`config.mk`:
```
export PLATFORM = sky130hd
export DESIGN_NAME = pirq_router
export DESIGN_NICKNAME = d
export VERILOG_FILES = /design/src/rtl/pirq_router.sv
export SDC_FILE = /design/constraint.sdc
export NUM_CORES = 1
export LEC_CHECK = 0
export BUFFER_PORTS_ARGS = -buffer_cell sky130_fd_sc_hd__buf_4
export CAP_MARGIN = 20
export CORE_ASPECT_RATIO = 0.9
export CORE_UTILIZATION = 40
export CTS_CLUSTER_DIAMETER = 60
export DETAILED_ROUTE_END_ITERATION = 10
export GPL_TIMING_DRIVEN = 0
export MAX_ROUTING_LAYER = met4
export SYNTH_ARGS = -nofsm -noshare
export SYNTH_HDL_FRONTEND = slang
export SYNTH_SLANG_ARGS = --single-unit
```
`constraint.sdc`:
```
create_clock -name clk -period 10.3 [get_ports clk]
set_input_delay 3.09 -clock clk [delete_from_list [all_inputs] [get_ports clk]]
set_output_delay 3.09 -clock clk [all_outputs]
set_load 0.02 [all_outputs]
```
`src/rtl/pirq_router.sv`:
```
module pirq_router #(
  parameter int NSLOT       = 4,
  parameter int FIRST_DEV   = 1,
  parameter int RST_PROFILE = 0
) (
  input  logic               clk,
  input  logic               rst_n,
  input  logic [4*NSLOT-1:0] int_pins,
  input  logic [1:0]         cfg_idx,
  input  logic               cfg_we,
  input  logic [7:0]         cfg_wdata,
  output logic [7:0]         cfg_rdata,
  output logic [15:0]        irq_lvl
);
  localparam int NLANE = 4;
  localparam int NIRQ  = 16;

  function automatic logic [7:0] rst_route(input int lane);
    if (RST_PROFILE == 1) return (lane < 2) ? 8'h0A : 8'h0B;
    return 8'h80;
  endfunction

  logic [7:0]       route_q [NLANE];
  logic [NLANE-1:0] lane_lvl;

  always_ff @(posedge clk or negedge rst_n) begin
    if (!rst_n) begin
      for (int q = 0; q < NLANE; q++) route_q[q] <= rst_route(q);
    end else if (cfg_we) begin
      route_q[cfg_idx] <= cfg_wdata;
    end
  end

  assign cfg_rdata = route_q[cfg_idx];

  always_comb begin
    lane_lvl = '0;
    for (int s = 0; s < NSLOT; s++)
      for (int p = 0; p < 4; p++)
        lane_lvl[(p + FIRST_DEV + s - 1) % NLANE] =
          lane_lvl[(p + FIRST_DEV + s - 1) % NLANE] | int_pins[4*s+p];
  end

  always_comb begin
    irq_lvl = '0;
    for (int q = 0; q < NLANE; q++)
      if (route_q[q][7:4] == 4'd0)
        irq_lvl[route_q[q][3:0]] = irq_lvl[route_q[q][3:0]] | lane_lvl[q];
  end
endmodule


```
* Yosys cells after proc, flatten, opt, wreduce, memory -nomap -nowiden
Memory sizes are Yosys's and may differ from the RTL's.
Index checks and enable logic that the tools add are counted.
** Storage, ports and cells
- Flip-flop bits (word level) :: 32
- Bits in read-only memories :: 16
- Bits of input ports :: 29
- Output and inout port bits :: 24
- Word-level logic and storage cells :: 70
- Memories kept :: 1
** Operators by class
- Magnitude comparators :: 10
- Multiplexer cells :: 28
- Bitwise operators :: 18
- Reduce and logical (&&, ||, !) cells :: 9
** Memory list
- (name not given) :: words 16, bits a word 1, read ports 1, clocked after Yosys merged registers in 0, wr ports 0, RTL line 48 : irq_lvl[route_q[q][3:0]] = irq_lvl[route_q[q][3:0]] | lane_lvl[q];
** Operators by type and width (number)
- two-way mux 16 bit :: 4
- bitwise mux 16 bit :: 3
- bitwise mux 32 bit :: 1
- two-way mux 8 bit :: 3
- < comparator 4 x 5 -> 1 bit (second input constant) :: 4
- bitwise AND 16 bit :: 1
- binary-select mux 8 bit (select 2 bit) :: 1
- demux 1 bit (select 4 bit) :: 4
- demux 8 bit (select 2 bit) :: 1
- >= comparator 4 x 1 -> 1 bit (second input constant) :: 4
- zero test 4 bit :: 4
- bitwise OR 1 bit :: 16
- binary-select mux 1 bit (select 4 bit) :: 3
- two-way mux 1 bit :: 8
- logical AND 1 bit :: 5
- >= comparator 3 bit (second input constant) :: 1
- < comparator 3 x 1 -> 1 bit (second input constant) :: 1
- inverter 2 -> 3 bit :: 1

* Depth between registers and ports, before layout
- Depth after elaboration :: 21
- Depth in mapped cells :: 9
- Mapped depth without buffers :: 7

* Least setup slack after synthesis
OpenSTA, ideal clock, no wires.
- Path kind :: input to output
- Start point :: input int_pins[7]
- End point :: output irq_lvl[5]
- Data arrival time :: 4878 ps
- Required time :: 7210 ps
- Setup slack :: 2332 ps
- Stages :: 8
- Buffers on the path :: 1
- Path through :: or4_1 -> nand4_1 -> o21ai_2 -> buf_2 -> a21oi_1 -> o21bai_4 -> a311oi_2 -> a22oi_1
** Between the ends
- Cells in the longest elaborated chain, start to end :: 21
** RTL lines
- from (decl) :: RTL line 8 : input logic [4*NSLOT-1:0] int_pins,
- bitwise OR 1 bit (*) (3 in a row) :: RTL line 41 : lane_lvl[(p + FIRST_DEV + s - 1) % NLANE] | int_pins[4*s+p];
- bitwise OR 1 bit (*) :: RTL line 48
- bitwise AND 16 bit (no source line) (*)
- two-way mux 16 bit (*) :: RTL line 47 : if (route_q[q][7:4] == 4'd0)
- binary-select mux 1 bit (select 4 bit) :: RTL line 48
- two-way mux 1 bit (not written as such) :: RTL line 48
- bitwise OR 1 bit :: RTL line 48
- bitwise mux 16 bit :: RTL line 48
- (+3 left out)
- bitwise OR 1 bit :: RTL line 48
- bitwise mux 16 bit :: RTL line 48
- two-way mux 16 bit (*) :: RTL line 47
- binary-select mux 1 bit (select 4 bit) :: RTL line 48
- two-way mux 1 bit (not written as such) :: RTL line 48
- bitwise OR 1 bit :: RTL line 48
- bitwise mux 16 bit :: RTL line 48
- two-way mux 16 bit (*) :: RTL line 47
- to (decl) :: RTL line 13 : output logic [15:0] irq_lvl
Every way passes the cells marked *; elsewhere a longest branch is shown, timed or not. The select of a mux whose other input is x is not followed.

* Final worst setup path
Same ends and word-level chain as after synthesis.

==> summary.md <==
| Metric | Value |
|---|---|
| Final Hold Fails | 0 |
| WP data arrival | 5.50 ns |
| Critical Path End Type | output port |
| Die Height | 81.8 um |
| Final wirelength | 9110 um |
| Post-synthesis net count | 342 |
| Post-Syn Area per Cell | 9.04 um^2 |
| Mapped Cells | 313 |
| Wire per inst | 19.6 um |
| Via density | 6.13 |
| Max VDD drop | 0.105 mV |
| Hold_buf cts | 0 |
| Starting density of the core | 0.423 |
| Pwr Density | 143 nW/um^2 |
| Core area | 6690 um^2 |
| Final worst slack | 1.71 ns |
| Critical path class | in -> out |
| Postcts setup bufs | 0 |
| Pre-CTS WS | 1.78 ns |
| WHS Path Cells | 1 |
| Regs by FF count | route_q: 32 flops |
| Mapped Area | 2830 um^2 |
| Hold Path Class | reg -> reg |
| Area contributors post-synth | dfrtp_1 25%, mux2_2 13%, mux4_2 6.4% |
| R2R cell count | 4 |
| Final period utilization | 0.834 |
| Largest area contributor in the netlist | dfrtp_1 |
| Initial antenna violation count | 0 |
| CTS tree | yes |
| CTS sink cnt | 32 |
| Final critical-path required period | 8.59 ns |
| Worst-Skew Late Latency | 0.28 ns |
| TritonRoute pass-1 iters | 5 |
| FP Rows | 28 |
| Top reg by flops | route_q |
| Critical path startpoint category | input pin |
| Max frequency | 116 MHz |
| Largest net degree at the start of global routing | 33 |
| Core Util, Final | 0.513 |
| Leakage power | 1.32 nW |
| Unrepaired setup endpoints after global routing | no |
| Layout cells sized above 1 | 0.334 |
| Skew final | 0 ns |
| PostCTS Resize Cnt | 0 |
| Die area | 7410 um^2 |
| Synthesized flop and latch total | 32 |
| Worst Tran Pin Value | 0.884 ns |
| H-tree depth | 2 |
| Max clock buf depth | 2 |
| Overflow after GRT | 0 |
| Max-slew violations | 0 |
| DP Wirelength | 7030 um |
| Synth top area share | 0.248 |
| Clock transition at path regs | 0.07 ns |
| Largest register FFs | 32 |
| Maxcap violations | 0 |
| Antenna diodes | 0 |
| EDFF count, synth | 0 |
| RD Place Congestion | 0.919 |
| NumNets Final | 402 |
| Routed Antenna Nets | 0 |
| Setup-failing EPs final | 0 |
| Port bufs | 52 |
| Clock root cell | clkbuf_8 |
| Total number of vias | 2845 |
| Synth-to-layout area growth | 21.3% |
| DRC errors left | 0 |
| Ys async rst share | 1.00 |
| Crit Path Max Fanout | 10 |
| Dominant synthesized flop cell | dfrtp_1 |
| Vias in the first global route | 2692 |
| Hold slack | 0.546 ns |
| Status | finished clean |
| Fill count | 644 |
| Overall Global Routing Usage | 0.269 |
| Sequential share of the synthesized area | 0.285 |
| Overall power | 0.491 mW |
| Post-synthesis cell type count | 58 |
| CTS Buf Count | 5 |
| Die width | 90.6 um |
| Yosys warns | 0 |
| First-pass GRT wire length | 14900 um |
| Iter 0 DRT Violations | 195 |
| IO Pins | 53 |
| Setup TNS Final | 0 ns |
| Slew headroom | 0.405 |
| Required time of the worst setup path | 7.21 ns |
logic make-up after synthesis:
kind of cell | after synthesis | synth area share
muxes | 47 | 0.217
DFF | 32 | 0.285
AOI/OAI and AO/OA | 57 | 0.153
buffers and inverters | 24 | 0.0367
xor gates and xnor gates | 6 | 0.0212
and+or+nand+nor | 147 | 0.288
where the power goes:
part	internal, mW	switching [mW]
sequential	0.152	0.0232
clock	0.0543	0.0472
combinational	0.0865	0.128
total	0.293	0.198
cell usage after synthesis (2+ instances only):
| cell type | count |
|---|---|
| nor2_1 | 34 |
| mux2_2 | 33 |
| dfrtp_1 | 28 |
| nand2_1 | 21 |
| nor3_1 | 18 |
| clkbuf_1 | 16 |
| nand2b_1 | 13 |
| a21oi_1 | 10 |
| nand3_1 | 10 |
| nor4_1 | 10 |
| nand4_1 | 9 |
| mux4_2 | 8 |
| nor2b_1 | 8 |
| o21ai_1 | 7 |
| and3_1 | 6 |
| a211oi_1 | 5 |
| buf_2 | 5 |
| mux2i_1 | 5 |
| o32ai_1 | 5 |
| xnor2_1 | 5 |
| dfstp_2 | 4 |
| o31ai_1 | 4 |
| a31oi_1 | 3 |
| nand3b_1 | 3 |
| a211o_1 | 2 |
| a22oi_1 | 2 |
| nand4b_1 | 2 |
| nor4_4 | 2 |
| o21ai_0 | 2 |
| o21ai_2 | 2 |
| o221ai_1 | 2 |
| o22ai_1 | 2 |
| or3_1 | 2 |
routing by layer:
metal,vias to the layer above,routed length (um),track usage
met5,-,0,-
met4,0,119,0.0661
met3,15,658,0.0519
met2,118,3900,0.396
met1,1388,4430,0.378
li1,1324,-,-
critical path: stages:
cell and delay [ns]:
buf_4 0.10, or4_1 0.62, nand4_1 0.18, o21ai_2 0.15, buf_2 0.28, a21oi_1 0.42, o21bai_4 0.09, a311oi_2 0.26
a22oi_1 0.14, buf_4 0.18
area by class of cell:
cell class	instances	area [um^2]	area share
flip-flops and latches	32	806	0.235
inverters	1	3.75	0.00109
multi-input cells	257	1920	0.559
plain buffers	23	100	0.0292
repair buffers	53	395	0.115
well taps	90	113	0.0328
clock buffers	7	86.3	0.0252
clock inverters	1	7.51	0.00219
metrics by stage:
stage,instance area (um^2),std cells
2_1_floorplan,2830,313
3_3_place_gp,3330,455
3_5_place_dp,3340,456
4_1_cts,3430,464
5_1_grt,3430,464
6_report,3430,464
cells in the final DEF (no fill, tap or decap), types with 3 or more instances in the layout:
cell type and instances:
mux2_2 33, dfstp_2 4, a21oi_1 10, nor3_1 18, nor2_1 34, o31ai_1 4
nand3_1 10, nand2_1 21, o32ai_1 5, mux4_2 8, a31oi_1 3, a211oi_1 5
nor2b_1 8, nand3b_1 3, nor4_1 10, o21ai_1 7, nand2b_1 13, buf_4 52
xnor2_1 5, nand4_1 9, and3_1 6, clkbuf_1 17, mux2i_1 5, buf_2 6
clkbuf_8 6, dfrtp_1 28
path summary, 6_finish.rpt:
kind	start	endpoint	slack (ns)
setup / recovery	int_pins[7]	irq_lvl[5]	1.71
hold / removal	route_q[5]$_DFFE_PN0P_	route_q[5]$_DFFE_PN0P_	0.55
setup reg to reg	route_q[17]$_DFFE_PN0P_	route_q[17]$_DFFE_PN0P_	8.65
hold reg to reg	route_q[5]$_DFFE_PN0P_	route_q[5]$_DFFE_PN0P_	0.55
max in group asynchronous	rst_n	route_q[31]$_DFFE_PN1P_	7.24
min in group asynchronous	rst_n	route_q[1]$_DFFE_PN0P_	2.74
(Power assumes the default switching activity.)
